## src/rtl/gpio_port_pkg.sv

```systemverilog
package gpio_port_pkg;
   localparam int REG_ADDR_W = 3;

   typedef enum logic [REG_ADDR_W-1:0] {
      RA_LATCH   = 3'd0,
      RA_DIR     = 3'd1,
      RA_FUNC_A  = 3'd2,
      RA_FUNC_B  = 3'd3,
      RA_PULL_EN = 3'd4,
      RA_PULL_UP = 3'd5,
      RA_SAMPLE  = 3'd6,
      RA_CTRL    = 3'd7
   } reg_addr_e;
endpackage

```

## src/rtl/gpio_in_sync.sv

```systemverilog
module gpio_in_sync #(
   parameter int W      = 8,
   parameter int STAGES = 2
) (
   input  logic         clk,
   input  logic         rst_n,
   input  logic [W-1:0] pin_i,
   input  logic [W-1:0] gate_i,
   output logic [W-1:0] sample_o
);
   if (STAGES < 2) begin : g_bad_stages
      $error("gpio_in_sync: STAGES must be at least 2");
   end

   logic [W-1:0] stage_q [STAGES];

   for (genvar s = 0; s < STAGES; s++) begin : g_stage
      if (s == 0) begin : g_first
         always_ff @(posedge clk or negedge rst_n)
            if (!rst_n) stage_q[s] <= '0;
            else        stage_q[s] <= pin_i;
      end else begin : g_next
         always_ff @(posedge clk or negedge rst_n)
            if (!rst_n) stage_q[s] <= '0;
            else        stage_q[s] <= stage_q[s-1];
      end
   end

   always_ff @(posedge clk or negedge rst_n)
      if (!rst_n) sample_o <= '0;
      else        sample_o <= stage_q[STAGES-1] & gate_i;

   // a closed gate leaves a zero in the sample register
   a_r2_gated_sample_zero: assert property (@(posedge clk) disable iff (!rst_n)
      ($past(gate_i) == '0) |-> (sample_o == '0));
endmodule

```

## src/rtl/gpio_regs.sv

```systemverilog
module gpio_regs
   import gpio_port_pkg::*;
#(
   parameter int PINS   = 8,
   parameter int DATA_W = 8
) (
   input  logic                  clk,
   input  logic                  rst_n,
   input  logic                  bus_valid,
   input  logic                  bus_we,
   input  logic                  bus_rmw,
   input  logic [REG_ADDR_W-1:0] bus_addr,
   input  logic [DATA_W-1:0]     bus_wdata,
   output logic [DATA_W-1:0]     bus_rdata,
   input  logic [PINS-1:0]       sample_i,
   output logic [PINS-1:0]       latch_o,
   output logic [PINS-1:0]       dir_o,
   output logic [PINS-1:0]       fa_o,
   output logic [PINS-1:0]       fb_o,
   output logic [PINS-1:0]       pen_o,
   output logic [PINS-1:0]       pup_o,
   output logic                  gpe_o
);
   if (PINS < 1 || PINS > DATA_W) begin : g_bad_pins
      $error("gpio_regs: PINS must lie in 1..DATA_W");
   end

   reg_addr_e addr;
   assign addr = reg_addr_e'(bus_addr);

   always_ff @(posedge clk or negedge rst_n) begin
      if (!rst_n) begin
         latch_o <= '0;
         dir_o   <= '0;
         fa_o    <= '0;
         fb_o    <= '0;
         pen_o   <= '0;
         pup_o   <= '0;
         gpe_o   <= 1'b0;
      end else if (bus_valid && bus_we) begin
         case (addr)
            RA_LATCH:   latch_o <= bus_wdata[PINS-1:0];
            RA_DIR:     dir_o   <= bus_wdata[PINS-1:0];
            RA_FUNC_A:  fa_o    <= bus_wdata[PINS-1:0];
            RA_FUNC_B:  fb_o    <= bus_wdata[PINS-1:0];
            RA_PULL_EN: pen_o   <= bus_wdata[PINS-1:0];
            RA_PULL_UP: pup_o   <= bus_wdata[PINS-1:0];
            RA_CTRL:    gpe_o   <= bus_wdata[0];
            default:    ;
         endcase
      end
   end

   // pins in port input or function mode report the pin level
   logic [PINS-1:0]   pin_view;
   logic [DATA_W-1:0] rd_mux;

   always_comb begin
      pin_view = fa_o | ~dir_o;
      rd_mux   = '0;
      case (addr)
         RA_LATCH:   rd_mux[PINS-1:0] = bus_rmw ? latch_o
                                       : ((sample_i & pin_view) | (latch_o & ~pin_view));
         RA_DIR:     rd_mux[PINS-1:0] = dir_o;
         RA_FUNC_A:  rd_mux[PINS-1:0] = fa_o;
         RA_FUNC_B:  rd_mux[PINS-1:0] = fb_o;
         RA_PULL_EN: rd_mux[PINS-1:0] = pen_o;
         RA_PULL_UP: rd_mux[PINS-1:0] = pup_o;
         RA_SAMPLE:  rd_mux[PINS-1:0] = sample_i;
         RA_CTRL:    rd_mux[0]        = gpe_o;
         default:    ;
      endcase
   end

   always_ff @(posedge clk or negedge rst_n)
      if (!rst_n)                     bus_rdata <= '0;
      else if (bus_valid && !bus_we)  bus_rdata <= rd_mux;

   // a read-modify-write read returns the latch
   a_r6_rmw_reads_latch: assert property (@(posedge clk) disable iff (!rst_n)
      (bus_valid && !bus_we && bus_rmw && bus_addr == RA_LATCH)
      |=> (bus_rdata[PINS-1:0] == $past(latch_o)));
endmodule

```

## src/rtl/gpio_pin_mux.sv

```systemverilog
module gpio_pin_mux #(
   parameter int PINS = 8
) (
   input  logic            clk,
   input  logic            rst_n,
   input  logic [PINS-1:0] latch_i,
   input  logic [PINS-1:0] dir_i,
   input  logic [PINS-1:0] fa_i,
   input  logic [PINS-1:0] fb_i,
   input  logic [PINS-1:0] pen_i,
   input  logic [PINS-1:0] pup_i,
   input  logic            gpe_i,
   input  logic [PINS-1:0] pa_out_i,
   input  logic [PINS-1:0] pa_oe_i,
   input  logic [PINS-1:0] pb_out_i,
   input  logic [PINS-1:0] pb_oe_i,
   input  logic            ebus_mode_i,
   input  logic [PINS-1:0] ebus_out_i,
   input  logic [PINS-1:0] ebus_oe_i,
   input  logic            stop_i,
   input  logic            hiz_i,
   input  logic [PINS-1:0] exti_en_i,
   output logic [PINS-1:0] pad_out_o,
   output logic [PINS-1:0] pad_oe_o,
   output logic [PINS-1:0] pad_pu_o,
   output logic [PINS-1:0] pad_pd_o,
   output logic [PINS-1:0] in_open_o
);
   logic hiz_act;
   assign hiz_act = stop_i & hiz_i;

   for (genvar i = 0; i < PINS; i++) begin : g_pin
      logic live_out, live_oe, hold_out, hold_oe;

      always_comb begin
         if (ebus_mode_i && fa_i[i]) begin
            live_out = ebus_out_i[i];
            live_oe  = ebus_oe_i[i];
         end else if (fa_i[i] && fb_i[i]) begin
            live_out = pb_out_i[i];
            live_oe  = pb_oe_i[i];
         end else if (fa_i[i]) begin
            live_out = pa_out_i[i];
            live_oe  = pa_oe_i[i];
         end else begin
            live_out = latch_i[i];
            live_oe  = dir_i[i];
         end
      end

      always_ff @(posedge clk or negedge rst_n)
         if (!rst_n) begin
            hold_out <= 1'b0;
            hold_oe  <= 1'b0;
         end else if (!stop_i) begin
            hold_out <= live_out;
            hold_oe  <= live_oe;
         end

      assign pad_out_o[i] = stop_i ? hold_out : live_out;
      assign pad_oe_o[i]  = stop_i ? (hold_oe & ~hiz_i) : live_oe;
      assign pad_pu_o[i]  = pen_i[i] &  pup_i[i] & ~hiz_act;
      assign pad_pd_o[i]  = pen_i[i] & ~pup_i[i] & ~hiz_act;
      assign in_open_o[i] = gpe_i & (~stop_i | (fa_i[i] & exti_en_i[i]));

      // pad value frozen across consecutive STOP cycles
      a_r10_hold_out: assert property (@(posedge clk) disable iff (!rst_n)
         (stop_i && $past(stop_i)) |-> $stable(pad_out_o[i]));
   end
endmodule

```

## src/rtl/gpio_port_ctrl.sv

```systemverilog
module gpio_port_ctrl
   import gpio_port_pkg::*;
#(
   parameter int PINS        = 8,
   parameter int DATA_W      = 8,
   parameter int SYNC_STAGES = 2
) (
   input  logic                  clk,
   input  logic                  rst_n,
   input  logic                  bus_valid,
   input  logic                  bus_we,
   input  logic                  bus_rmw,
   input  logic [REG_ADDR_W-1:0] bus_addr,
   input  logic [DATA_W-1:0]     bus_wdata,
   output logic [DATA_W-1:0]     bus_rdata,
   input  logic [PINS-1:0]       pin_in,
   input  logic [PINS-1:0]       periph_a_out,
   input  logic [PINS-1:0]       periph_a_oe,
   input  logic [PINS-1:0]       periph_b_out,
   input  logic [PINS-1:0]       periph_b_oe,
   input  logic                  ebus_mode,
   input  logic [PINS-1:0]       ebus_out,
   input  logic [PINS-1:0]       ebus_oe,
   input  logic                  stop_req,
   input  logic                  stop_hiz,
   input  logic [PINS-1:0]       exti_en,
   output logic [PINS-1:0]       pad_out,
   output logic [PINS-1:0]       pad_oe,
   output logic [PINS-1:0]       pad_pu,
   output logic [PINS-1:0]       pad_pd,
   output logic [PINS-1:0]       pin_in_en
);
   logic [PINS-1:0] sample, latch, dir, fa, fb, pen, pup;
   logic            gpe;

   gpio_in_sync #(.W(PINS), .STAGES(SYNC_STAGES)) u_sync (
      .clk(clk), .rst_n(rst_n), .pin_i(pin_in), .gate_i(pin_in_en), .sample_o(sample)
   );

   gpio_regs #(.PINS(PINS), .DATA_W(DATA_W)) u_regs (
      .clk(clk), .rst_n(rst_n), .bus_valid(bus_valid), .bus_we(bus_we),
      .bus_rmw(bus_rmw), .bus_addr(bus_addr), .bus_wdata(bus_wdata),
      .bus_rdata(bus_rdata), .sample_i(sample), .latch_o(latch), .dir_o(dir),
      .fa_o(fa), .fb_o(fb), .pen_o(pen), .pup_o(pup), .gpe_o(gpe)
   );

   gpio_pin_mux #(.PINS(PINS)) u_mux (
      .clk(clk), .rst_n(rst_n), .latch_i(latch), .dir_i(dir), .fa_i(fa), .fb_i(fb),
      .pen_i(pen), .pup_i(pup), .gpe_i(gpe), .pa_out_i(periph_a_out),
      .pa_oe_i(periph_a_oe), .pb_out_i(periph_b_out), .pb_oe_i(periph_b_oe),
      .ebus_mode_i(ebus_mode), .ebus_out_i(ebus_out), .ebus_oe_i(ebus_oe),
      .stop_i(stop_req), .hiz_i(stop_hiz), .exti_en_i(exti_en),
      .pad_out_o(pad_out), .pad_oe_o(pad_oe), .pad_pu_o(pad_pu),
      .pad_pd_o(pad_pd), .in_open_o(pin_in_en)
   );

   // high-impedance STOP releases every driver and pull
   a_r11_hiz_release: assert property (@(posedge clk) disable iff (!rst_n)
      (stop_req && stop_hiz) |-> (pad_oe == '0 && pad_pu == '0 && pad_pd == '0));

   // port-mode pins take their enable from the direction register
   a_r5_port_oe_dir: assert property (@(posedge clk) disable iff (!rst_n)
      (!stop_req) |-> ((pad_oe & ~fa) == (dir & ~fa)));
endmodule

```

## config.mk

```make
export PLATFORM = sky130hd
export DESIGN_NAME = gpio_port_ctrl
export DESIGN_NICKNAME = d
export VERILOG_FILES = /design/src/rtl/gpio_port_pkg.sv /design/src/rtl/gpio_in_sync.sv /design/src/rtl/gpio_regs.sv /design/src/rtl/gpio_pin_mux.sv /design/src/rtl/gpio_port_ctrl.sv
export SDC_FILE = /design/constraint.sdc
export NUM_CORES = 1
export LEC_CHECK = 0
export BUFFER_PORTS_ARGS = -buffer_cell sky130_fd_sc_hd__buf_2
export CORE_MARGIN = 3
export CORE_UTILIZATION = 57
export DETAILED_ROUTE_END_ITERATION = 7
export PLACE_DENSITY = 0.94
export SLEW_MARGIN = 20
export SYNTH_ARGS = -nofsm -noshare
export SYNTH_HDL_FRONTEND = slang
export SYNTH_SLANG_ARGS = --single-unit
```

## constraint.sdc

```tcl
create_clock -name clk -period 1.9 [get_ports clk]
set_input_delay 0.19 -clock clk [delete_from_list [all_inputs] [get_ports clk]]
set_output_delay 0.19 -clock clk [all_outputs]
set_load 0.01 [all_outputs]
```

* Word level (Yosys, flattened, before mapping)
Index checks and enable logic that the tools add are counted.
Widths: inputs -> output; s select.
** Word-level totals
- Register bits :: 97
- Input bits :: 83
- Output and inout port bits :: 48
- Word-level logic and storage cells :: 211
** Operators by class
- Eq/ne operators :: 7
- Multiplexer cells :: 67
- Bitwise gates (word level) :: 83
- Reduce and logical (&&, ||, !) cells :: 27
** Operators by type and width (number)
- $mux 1 :: 64
- $and 1x1->1 :: 57
- $pmux 7 s7 :: 1
- $and 8x8->8 :: 3
- $logic_and 1x1->1 :: 18
- $not 8->8 :: 2
- $or 8x8->8 :: 2
- $reduce_and 2->1 :: 7
- $eq 3x3->1 const B :: 4
- $not 1->1 :: 11
- $mux 8 :: 1
- $or 1x1->1 :: 8
- $pmux 1 s8 :: 1
- $eq 3x2->1 const B :: 2
- $eq 3x1->1 const B :: 1
- $logic_not 3->1 :: 1
- $logic_not 1->1 :: 1

* Depth between registers and ports, before layout
Gate-level depths: netlist (run 1).
- Word-level depth :: 7
- Depth in mapped cells :: 6
- Mapped depth without buffers :: 4

* Modules after synthesis
From an unflattened synthesis (run 1), not the netlist that was laid out.
** Unflattened totals
- Cell total of the unflattened synthesis :: 433
- Area, all modules :: 5044.8 µm²
** By module, submodules not included
- gpio_regs :: instances 1, cells an instance 231, area each 2897.8 µm², sequential area each 1426.4 µm²
- gpio_pin_mux :: instances 1, cells an instance 170, area each 1496.4 µm², sequential area each 400.4 µm²
- gpio_in_sync :: instances 1, cells an instance 32, area each 650.6 µm², sequential area each 600.6 µm²

* Worst setup path before layout (run 1)
OpenSTA, ideal clock, no wires.
- Kind :: reg-to-output
- Start :: register u_regs.fb_o[2]
- End :: output pad_out[2]
- Data arrival time :: 1.164 ns
- Required time :: 1.710 ns
- Path slack :: 0.546 ns
- Stages on the path, launching flop included :: 5
- Path buffers :: 0
- Path through :: dfrtp_1 > mux2i_1 > o21ai_0 > mux2_2 > mux2_2
** On the way
- Longest elaborated chain between the ends :: 4
** RTL lines
- start, declared :: line gpio_regs.sv:19 : output logic [PINS-1:0] fb_o,
- start signal, assigned :: line gpio_regs.sv:45 : RA_FUNC_B: fb_o <= bus_wdata[PINS-1:0];
- $logic_and 1x1->1 :: line gpio_pin_mux.sv:39 : end else if (fa_i[i] && fb_i[i]) begin
- $mux 1 :: line gpio_pin_mux.sv:39
- $mux 1 :: line gpio_pin_mux.sv:36 : if (ebus_mode_i && fa_i[i]) begin
- $mux 1
- end, declared :: line gpio_port_ctrl.sv:27 : output logic [PINS-1:0] pad_out,
Every way passes these cells.

* Final worst setup path (run 1)
- Start :: register u_regs.fb_o[6]
- End :: output pad_out[6]
** On the way
- Longest elaborated chain between the ends :: 4
** RTL lines
- $logic_and 1x1->1 :: line gpio_pin_mux.sv:39
- $mux 1 :: line gpio_pin_mux.sv:39
- $mux 1 :: line gpio_pin_mux.sv:36
- $mux 1 :: line gpio_pin_mux.sv:60 : assign pad_out_o[i] = stop_i ? hold_out : live_out;
Every way passes these cells.

==> out/results.ini, run 1 <==
[status]
outcome=finished with violations
failed_checks=negative setup slack

[floorplanning]
fp.dieH_um=99.2
fp.coreArea_um2=8340
start_util_pct=59.3
die_x_um=99.2
die_area_um2=9840
rows=33
io_pins=131

[pwr]
p_switching_mw=1.93
seqPwrFrac_pct=46.5
internal_power_mw=4.26
clock_power_share_pct=24.1
p_sw_share_pct=31.2
p_leak_nw=3.08
p_comb_share_pct=29.3
p_total_mw=6.19
ir_drop_mv=0.570
powerDensity_nw_per_um2=1000

[logic_synthesis]
ys_types=36
ys.warnings.count=0
async_flop_share_pct=100
synth_edf_count=0
seq_area_frac_synth_pct=49.1
synthCells=432
synth_flop_cell=dfrtp_1
syn_area_per_cell_um2=11.5
syn_nets=515
synth_seq_cells=97
netlist_area_um2=4950

[place]
place_inst=653
dp_slack_ns=0.0519
place_area_um2=5690
placement.io_buffers=130
gp_congestion=0.915
dp_hpwl_mm=9.94

[detailed_routing]
drtIter0Drc=404
wl_per_cell_um=21.0
totalWireLength_mm=14.5
vias_per_cell=6.16
antenna_left=0
num_vias=4252
drc=0
dr.pass1.iters=5

[worst_setup_path]
crit_required_ns=1.71
arrival_ns=1.79
reg2reg_depth=6
end_kind=primary output
cp_max_fo=3
critical_path_class=flip-flop to primary output
crit_path_start_kind=flip-flop

[sta]
slew_headroom_pct=58.7
drv_slew=0
whs_ns=0.179
clock_skew_ns=0.0111
period_needed_ns=1.98
final.period_utilization_pct=104
worstMarginPinSlew_ns=0.618
fmax_mhz=506
rsz0062_at_grt=yes
finalHoldViolCount=0
finalSetupViolations=11
fin_ws_ns=-0.0768
setup-tns-final_ns=-0.474

[clocking]
h-tree-depth=3
cts_made_buffers=9
cts-root-buf=clkbuf_8
clock_path_buffers=2
cts_sinks=97
cts_tree=done
clk_pin_slew_ns=0.09
worstSkewPairLatency_ns=0.37

[cells_and_area]
drive_gt1_share_pct=42.2
post-route-util_pct=74.0
finalInstanceArea_um2=6170
stdcell_count=690
area_growth_pct=24.7
nFillCells=528
final_nets=661

[min_path]
hold_path_class=input pin to flip-flop
holdPathStages=2

[global_route]
grt_pass1_vias=4123
grt_pass1_wl_mm=22.1
antenna_found_initial=2
grt.overflow.total=0
grt_start_max_net_pins=46
grt_usage_pct=29.1

[run]
drv_cap=0

## layout make-up
class                      count  area [um^2]  share of cell area (%)
antenna                        2         5.00                  0.0811
clock buffer                  12          145                    2.35
clock inverter                 4         76.3                    1.24
inverter                      13         48.8                   0.791
multi-input combinational    301         2390                    38.8
sequential                    97         2430                    39.5
tap                          105          131                    2.13
timing repair buffer         156          933                    15.1
## cell families after synthesis
| family | after synthesis | share of synthesized area, % |
|---|---|---|
| simple gates | 121 | 12.6 |
| flops | 97 | 49.1 |
| compound gates | 76 | 10.9 |
| mux | 104 | 24.0 |
| buf+inv | 34 | 3.44 |
## layout by cell type, fill, tap and decap left out, drive strengths merged, types with 2 or more instances in the layout
cell type      n
bufinv         2
diode          2
or3            2
mux2i         34
o221ai        10
a221oi         3
dfrtp         97
nand2         47
a21oi          4
mux2          70
and3           8
clkbuf        12
nor2          22
nand3b         9
a21boi        16
buf          147
a211o          8
inv           13
a221o          4
nand2b         3
dlygate4sd3    9
o211ai         3
and2          16
nor2b         10
o21ai         26
## critical path, stage by stage, from the launching register on
cell,delay (ns)
dfrtp_1,0.42
mux2i_1,0.22
o21ai_1,0.09
mux2_4,0.29
mux2_4,0.28
buf_6,0.12
## cells in the mapped netlist (2+ instances only)
cell type   n  share of area [%]
dfrtp_1    97                 49
mux2_2     54                 12
nand2_1    47                3.6
mux2i_1    34                6.9
o21ai_0    25                2.5
nor2_1     18                1.4
a21boi_0   16                2.4
and2_1     16                2.0
mux2_4     16                4.9
inv_1      13               0.99
clkbuf_1   10               0.76
nor2b_1    10                1.3
o221ai_1   10                1.8
a211o_1     8                1.4
and3_1      8                1.0
nand3b_1    8                1.2
a21oi_1     4               0.40
a221o_1     4               0.81
buf_2       4               0.40
buf_6       4               0.91
nor2_2      4               0.51
nand2b_1    3               0.38
o211ai_1    3               0.46
a221oi_1    2               0.35
buf_4       2               0.30
or3_1       2               0.25
## worst paths after layout
| check | start | to | slack [ns] |
|---|---|---|---|
| setup / recovery | u_regs.fb_o[6] | pad_out[6] | -0.08 |
| hold / removal | bus_wdata[6] | u_regs.fb_o[6] | 0.18 |
| setup reg to reg | u_regs.fb_o[4] | u_regs.bus_rdata[4] | 0.41 |
| hold reg to reg | u_sync.stage_q[11] | u_sync.stage_q[3] | 0.36 |
| max in group asynchronous | rst_n | u_regs.latch_o[0] | 0.94 |
| min in group asynchronous | rst_n | u_regs.dir_o[0] | 0.32 |
## power by group through the flow
stage                     Clock, mW  Sequential [mW]  Combinational (mW)
after global placement            0             2.86                1.49
after floorplan                   0             2.75                1.03
final                          1.49             2.88                1.82
after global routing           1.58             2.92                1.96
after detailed placement          0             2.90                1.56
after CTS                      1.50             2.85                1.71
## flip-flops by register name, summed over array words and instances, names as in the netlist
name,count
u_sync.sample_o,8
u_regs.fb_o,8
u_regs.gpe_o,1
u_regs.latch_o,8
u_regs.bus_rdata,8
u_mux.g_pin.hold_oe,8
u_regs.pup_o,8
u_regs.pen_o,8
u_regs.fa_o,8
u_sync.stage_q,16
u_regs.dir_o,8
u_mux.g_pin.hold_out,8
## what timing repair did
item	CTS	global route
endpoints found under the hold margin	42	0
pin swaps	3	4
hold buffers	9	0
setup buffers	7	3
setup endpoints to repair	16	15
resized for setup	16	14
## layer usage
layer / vias up / wire length (um) / GRT usage, % / part of all wire [%]
met5: - / 0 / 0 / 0
met4: 0 / 528 / 14.1 / 3.6
met3: 61 / 1470 / 4.56 / 10
met2: 321 / 6980 / 47.5 / 48
met1: 2040 / 5520 / 38.1 / 38
li1: 1830 / - / - / -
No activity file was read; power rests on OpenSTA's default activity.
==> run 2: changes to the inputs <==
--- a/config.mk
+++ b/config.mk
@@ -5,11 +5,11 @@
 export SDC_FILE = /design/constraint.sdc
 export NUM_CORES = 1
 export LEC_CHECK = 0
-export BUFFER_PORTS_ARGS = -buffer_cell sky130_fd_sc_hd__buf_2
 export CORE_MARGIN = 3
-export CORE_UTILIZATION = 57
+export CORE_UTILIZATION = 60
 export DETAILED_ROUTE_END_ITERATION = 7
-export PLACE_DENSITY = 0.94
+export DONT_BUFFER_PORTS = 1
+export PLACE_DENSITY = 0.85
 export SLEW_MARGIN = 20
 export SYNTH_ARGS = -nofsm -noshare
 export SYNTH_HDL_FRONTEND = slang
==> run 2 against run 1 <==
- critical path type unchanged
- the run ends with negative hold slack left
- non-clock buffer count is 131 lower
- critical endpoint is now pad_oe[5]
- sequential share of layout area is 5.3 points higher
- clock power hardly changed
- routed wire length is 17% lower
- global-route usage is 3.3 points lower
==> out/results.ini, run 2 (same netlist as run 1, synthesis figures left out) <==
[status]
outcome=finished with violations
failed_checks=negative hold slack

[global_route]
grt_start_max_net_pins=98
grt.overflow.total=0
grt_usage_pct=25.7
grt_pass1_vias=3624
antenna_found_initial=0
grt_pass1_wl_mm=19.2

[cells_and_area]
top_register=u_sync.stage_q
area_growth_pct=9.84
drive_gt1_share_pct=23.7
final_nets=530
antenna_cells=0
finalInstanceArea_um2=5440
final_common_cell=dfrtp_1
stdcell_count=554
mostFrequentLayoutCells=dfrtp_1, mux2_2, nand2_1
largest_reg_flops=16

[detailed_routing]
drtIter0Drc=251
num_vias=3520
drc=0
wl_per_cell_um=21.8
vias_per_cell=6.35
totalWireLength_mm=12.1
dr.pass1.iters=5
antenna_left=0

[place]
dp_hpwl_mm=8.40
place_area_um2=4980
dp_slack_ns=0.397
gp_congestion=0.797
place_inst=516
placement.io_buffers=0

[sta]
worstMarginPinSlew_ns=0.554
slew_headroom_pct=63.0
finalSetupViolations=0
whs_ns=-0.500
fin_ws_ns=0.0203
final.period_utilization_pct=98.9
setup-tns-final_ns=0
clock_skew_ns=0.00687
finalHoldViolCount=97
period_needed_ns=1.88
drv_slew=0
fmax_mhz=532
rsz0062_at_grt=yes

[floorplanning]
fp.coreArea_um2=7850
start_util_pct=63.1
die_area_um2=9370
io_pins=131
rows=32
die_x_um=96.8
fp.dieH_um=96.8

[pwr]
ir_drop_mv=0.650
powerDensity_nw_per_um2=1040
p_total_mw=5.64
p_leak_nw=2.48

[clocking]
cts_sinks=97
clk_pin_slew_ns=0.09
cts_tree=done
cts-root-buf=clkbuf_8
worstSkewPairLatency_ns=0.37
cts_made_buffers=9
h-tree-depth=3
clock_path_buffers=2

[worst_setup_path]
arrival_ns=1.69
worst-path-stages=4
reg2reg_depth=5
crit_family=compound AO/OA/AOI/OAI gates
rrSetupSlack_ns=0.45
end_kind=primary output
rr_startpoint=u_regs.fb_o[5]
crit_path_end=pad_oe[5]
max_stage_delay_ns=0.42
crit_start=u_regs.fb_o[5]
reg2reg_to=u_regs.bus_rdata[5]
crit_chain=mux2i_2, o21ai_1, a211o_1, and2_1
critPathSlowestCell=dfrtp_2
crit_required_ns=1.71
crit_buf_inv=0
cp_max_fo=4
critical_path_class=flip-flop to primary output
crit_path_start_kind=flip-flop

[min_path]
hold_path_class=input pin to async pin

[run]
drv_cap=0

-- run 2: worst min path at each step --
stage	start	to	slack, ns
after floorplan	rst_n	u_mux.g_pin[0].hold_oe	-0.11
final	rst_n	u_regs.latch_o[3]	-0.50
after global placement	rst_n	u_regs.pup_o[3]	-0.10
after CTS	rst_n	u_mux.g_pin[3].hold_oe	-0.50
after global routing	rst_n	u_regs.pup_o[5]	-0.51
after detailed placement	rst_n	u_regs.pen_o[3]	-0.10
-- run 2: per-stage QoR --
step                      util, %  hold WS [ns]
final                        69.3        -0.500
after global placement       63.4        -0.101
after CTS                    68.4        -0.502
after floorplan                 -        -0.106
after detailed placement     63.4        -0.102
after global routing         69.3        -0.512
-- run 2: what timing repair did --
action	4_1_cts	5_1_grt
setup buffers	0	4
resized for setup	1	15
pin swaps	0	1
endpoints found under the setup margin	1	12
hold endpoints to repair	162	98
hold buffers	17	1
-- run 2: worst reg2reg max path: cells and delay by family (launching register included) --
family          cells  cell delay [ns]
compound gates      2             0.40
buf+inv             1             0.14
simple gates        1             0.07
flops               1             0.45
mux                 1             0.26
-- run 2: metal layers --
| metal | GRT usage [%] | part of all wire, % | up-vias |
|---|---|---|---|
| met5 | 0 | 0 | - |
| met4 | 8.32 | 2.0 | 0 |
| met3 | 7.64 | 8.9 | 23 |
| met2 | 39.3 | 47 | 170 |
| met1 | 35.5 | 42 | 1759 |
| li1 | - | - | 1568 |
-- run 2: area by class of cell --
cell class / instances / area [um^2]
Tap cell: 102 / 128
Inverter: 13 / 48.8
Clock buffer: 10 / 128
Multi-Input combinational cell: 301 / 2370
Sequential cell: 97 / 2430
Timing Repair Buffer: 25 / 233
Clock inverter: 6 / 90.1
Fill cell: 580 / 2410
-- run 2: report_power, final --
group | switching (mW) | internal (mW)
logic | 0.549 | 0.717
registers | 0.414 | 2.47
clock network | 0.738 | 0.749
==> run 3: changes to the inputs <==
--- a/config.mk
+++ b/config.mk
@@ -5,12 +5,13 @@
 export SDC_FILE = /design/constraint.sdc
 export NUM_CORES = 1
 export LEC_CHECK = 0
+export ABC_CLOCK_PERIOD_IN_PS = 2400
 export CORE_MARGIN = 3
 export CORE_UTILIZATION = 60
 export DETAILED_ROUTE_END_ITERATION = 7
 export DONT_BUFFER_PORTS = 1
 export PLACE_DENSITY = 0.85
-export SLEW_MARGIN = 20
+export SLEW_MARGIN = 0
 export SYNTH_ARGS = -nofsm -noshare
 export SYNTH_HDL_FRONTEND = slang
 export SYNTH_SLANG_ARGS = --single-unit
==> constraint.sdc (replaced) <==
create_clock -name clk -period 2.4 [get_ports clk]
set_input_delay 0.24 -clock clk [delete_from_list [all_inputs] [get_ports clk]]
set_output_delay 0.24 -clock clk [all_outputs]
set_load 0.01 [all_outputs]
==> run 3 against run 2 <==
- the run still ends with negative hold slack left
- worst hold slack improved by 0.079 ns
- utilization decreased by 2.5 points
- die area unchanged
- critical path type unchanged
==> out/results.ini, run 3 (same netlist as run 1, synthesis figures left out) <==
[status]
outcome=finished with violations
failed_checks=negative hold slack

[floorplanning]
io_pins=131
fp.dieH_um=96.8
rows=32
die_x_um=96.8
start_util_pct=63.1
die_area_um2=9370
fp.coreArea_um2=7850

[place]
dp_hpwl_mm=8.43
place_area_um2=4950
placement.io_buffers=0
gp_congestion=0.817

[clocking]
cts_hold_buffers=9
worstSkewPairLatency_ns=0.35
clock_path_buffers=2
clk_pin_slew_ns=0.09
cts_made_buffers=9
h-tree-depth=3
cts-root-buf=clkbuf_8
cts_resized=0
cts_tree=done
cts_setup_buffers=0
cts_sinks=97

[detailed_routing]
drtIter0Drc=243
num_vias=3367
totalWireLength_mm=11.8
wl_per_cell_um=21.9
drc=0
vias_per_cell=6.27
antenna_left=0
dr.pass1.iters=4

[sta]
finalSetupViolations=0
slew_headroom_pct=62.2
drv_slew=0
period_needed_ns=1.90
whs_ns=-0.420
fmax_mhz=527
setup-tns-final_ns=0
worstMarginPinSlew_ns=0.566
clock_skew_ns=0.00934
final.period_utilization_pct=79.1
rsz0062_at_grt=no
finalHoldViolCount=97

[cells_and_area]
final_nets=514
drive_gt1_share_pct=20.9
finalInstanceArea_um2=5240
antenna_cells=0
mostFrequentLayoutCells=dfrtp_1, mux2_2, nand2_1
top_register=u_sync.stage_q
area_growth_pct=5.92
largest_reg_flops=16
final_common_cell=dfrtp_1

[global_route]
grt_pass1_vias=3559
grt_pass1_wl_mm=19.2
grt_start_max_net_pins=98
grt_usage_pct=25.6
grt.overflow.total=0
antenna_found_initial=0

[worst_setup_path]
critPathSlowestCell=dfrtp_1
max_stage_delay_ns=0.45
crit_buf_inv=0
cp_max_fo=4
crit_top_cell=mux2_2
crit_path_start_kind=flip-flop
crit_chain=mux2i_1, o21ai_0, mux2_2, mux2_2
arrival_ns=1.66
crit_family=multiplexers
crit_required_ns=2.16
critical_path_class=flip-flop to primary output
end_kind=primary output

[pwr]
internal_power_mw=3.00
clock_power_share_pct=24.9
p_switching_mw=1.25
ir_drop_mv=0.428
powerDensity_nw_per_um2=812
p_leak_nw=2.38
seqPwrFrac_pct=53.4
p_sw_share_pct=29.4
p_comb_share_pct=21.7

[run]
drv_cap=0

[min_path]
hold_path_class=input pin to async pin

run 3: worst register-to-register path, delay by kind of cell (launching register included):
kind / cells / cell delay [ns]
AO/OA/AOI/OAI: 1 / 0.09
flip-flops: 1 / 0.45
multiplexers: 3 / 0.77
run 3: routing by layer:
layer	GRT usage, %	routed length [um]	vias to the layer above
met2	41.3	5790	135
met1	33.3	4850	1685
met5	0	0	-
met4	5.83	104	0
met3	8.94	1020	10
li1	-	-	1537
run 3: stage by stage:
stage	instances	power (mW)	util [%]	setup WS, ns
finish	537	4.25	66.8	0.502
global route	537	4.47	66.8	0.360
CTS	537	4.27	66.8	0.485
detailed placement	513	3.21	63.1	0.839
global placement	513	3.14	63.1	0.863
floorplan	432	2.99	-	0.996
run 3: worst paths after layout:
kind	from	endpoint	slack, ns	depth (start not counted)
max in group asynchronous	rst_n	u_mux.g_pin[3].hold_out	2.67	0
setup / recovery	u_regs.fb_o[1]	pad_out[1]	0.50	4
hold reg to reg	u_sync.stage_q[14]	u_sync.stage_q[6]	0.35	0
setup reg to reg	u_regs.fb_o[1]	u_mux.g_pin[1].hold_out	0.97	4
hold / removal	rst_n	u_regs.pup_o[4]	-0.42	0
min in group clk	bus_wdata[6]	u_regs.latch_o[6]	0.04	1
run 3: power by group through the flow:
stage | Combinational (mW) | Clock [mW] | Sequential (mW)
final | 0.923 | 1.06 | 2.27
after global routing | 1.02 | 1.14 | 2.32
after CTS | 0.927 | 1.08 | 2.27
after detailed placement | 0.907 | 0 | 2.30
after global placement | 0.868 | 0 | 2.28
after floorplan | 0.816 | 0 | 2.17
run 3: area by class of cell:
cell class / count / area, um^2
timing repair buffer: 9 / 90.1
sequential: 97 / 2430
tap: 102 / 128
inverter: 13 / 48.8
clock inverter: 2 / 37.5
multi-input combinational: 301 / 2350
fill: 596 / 2610
clock buffer: 13 / 159
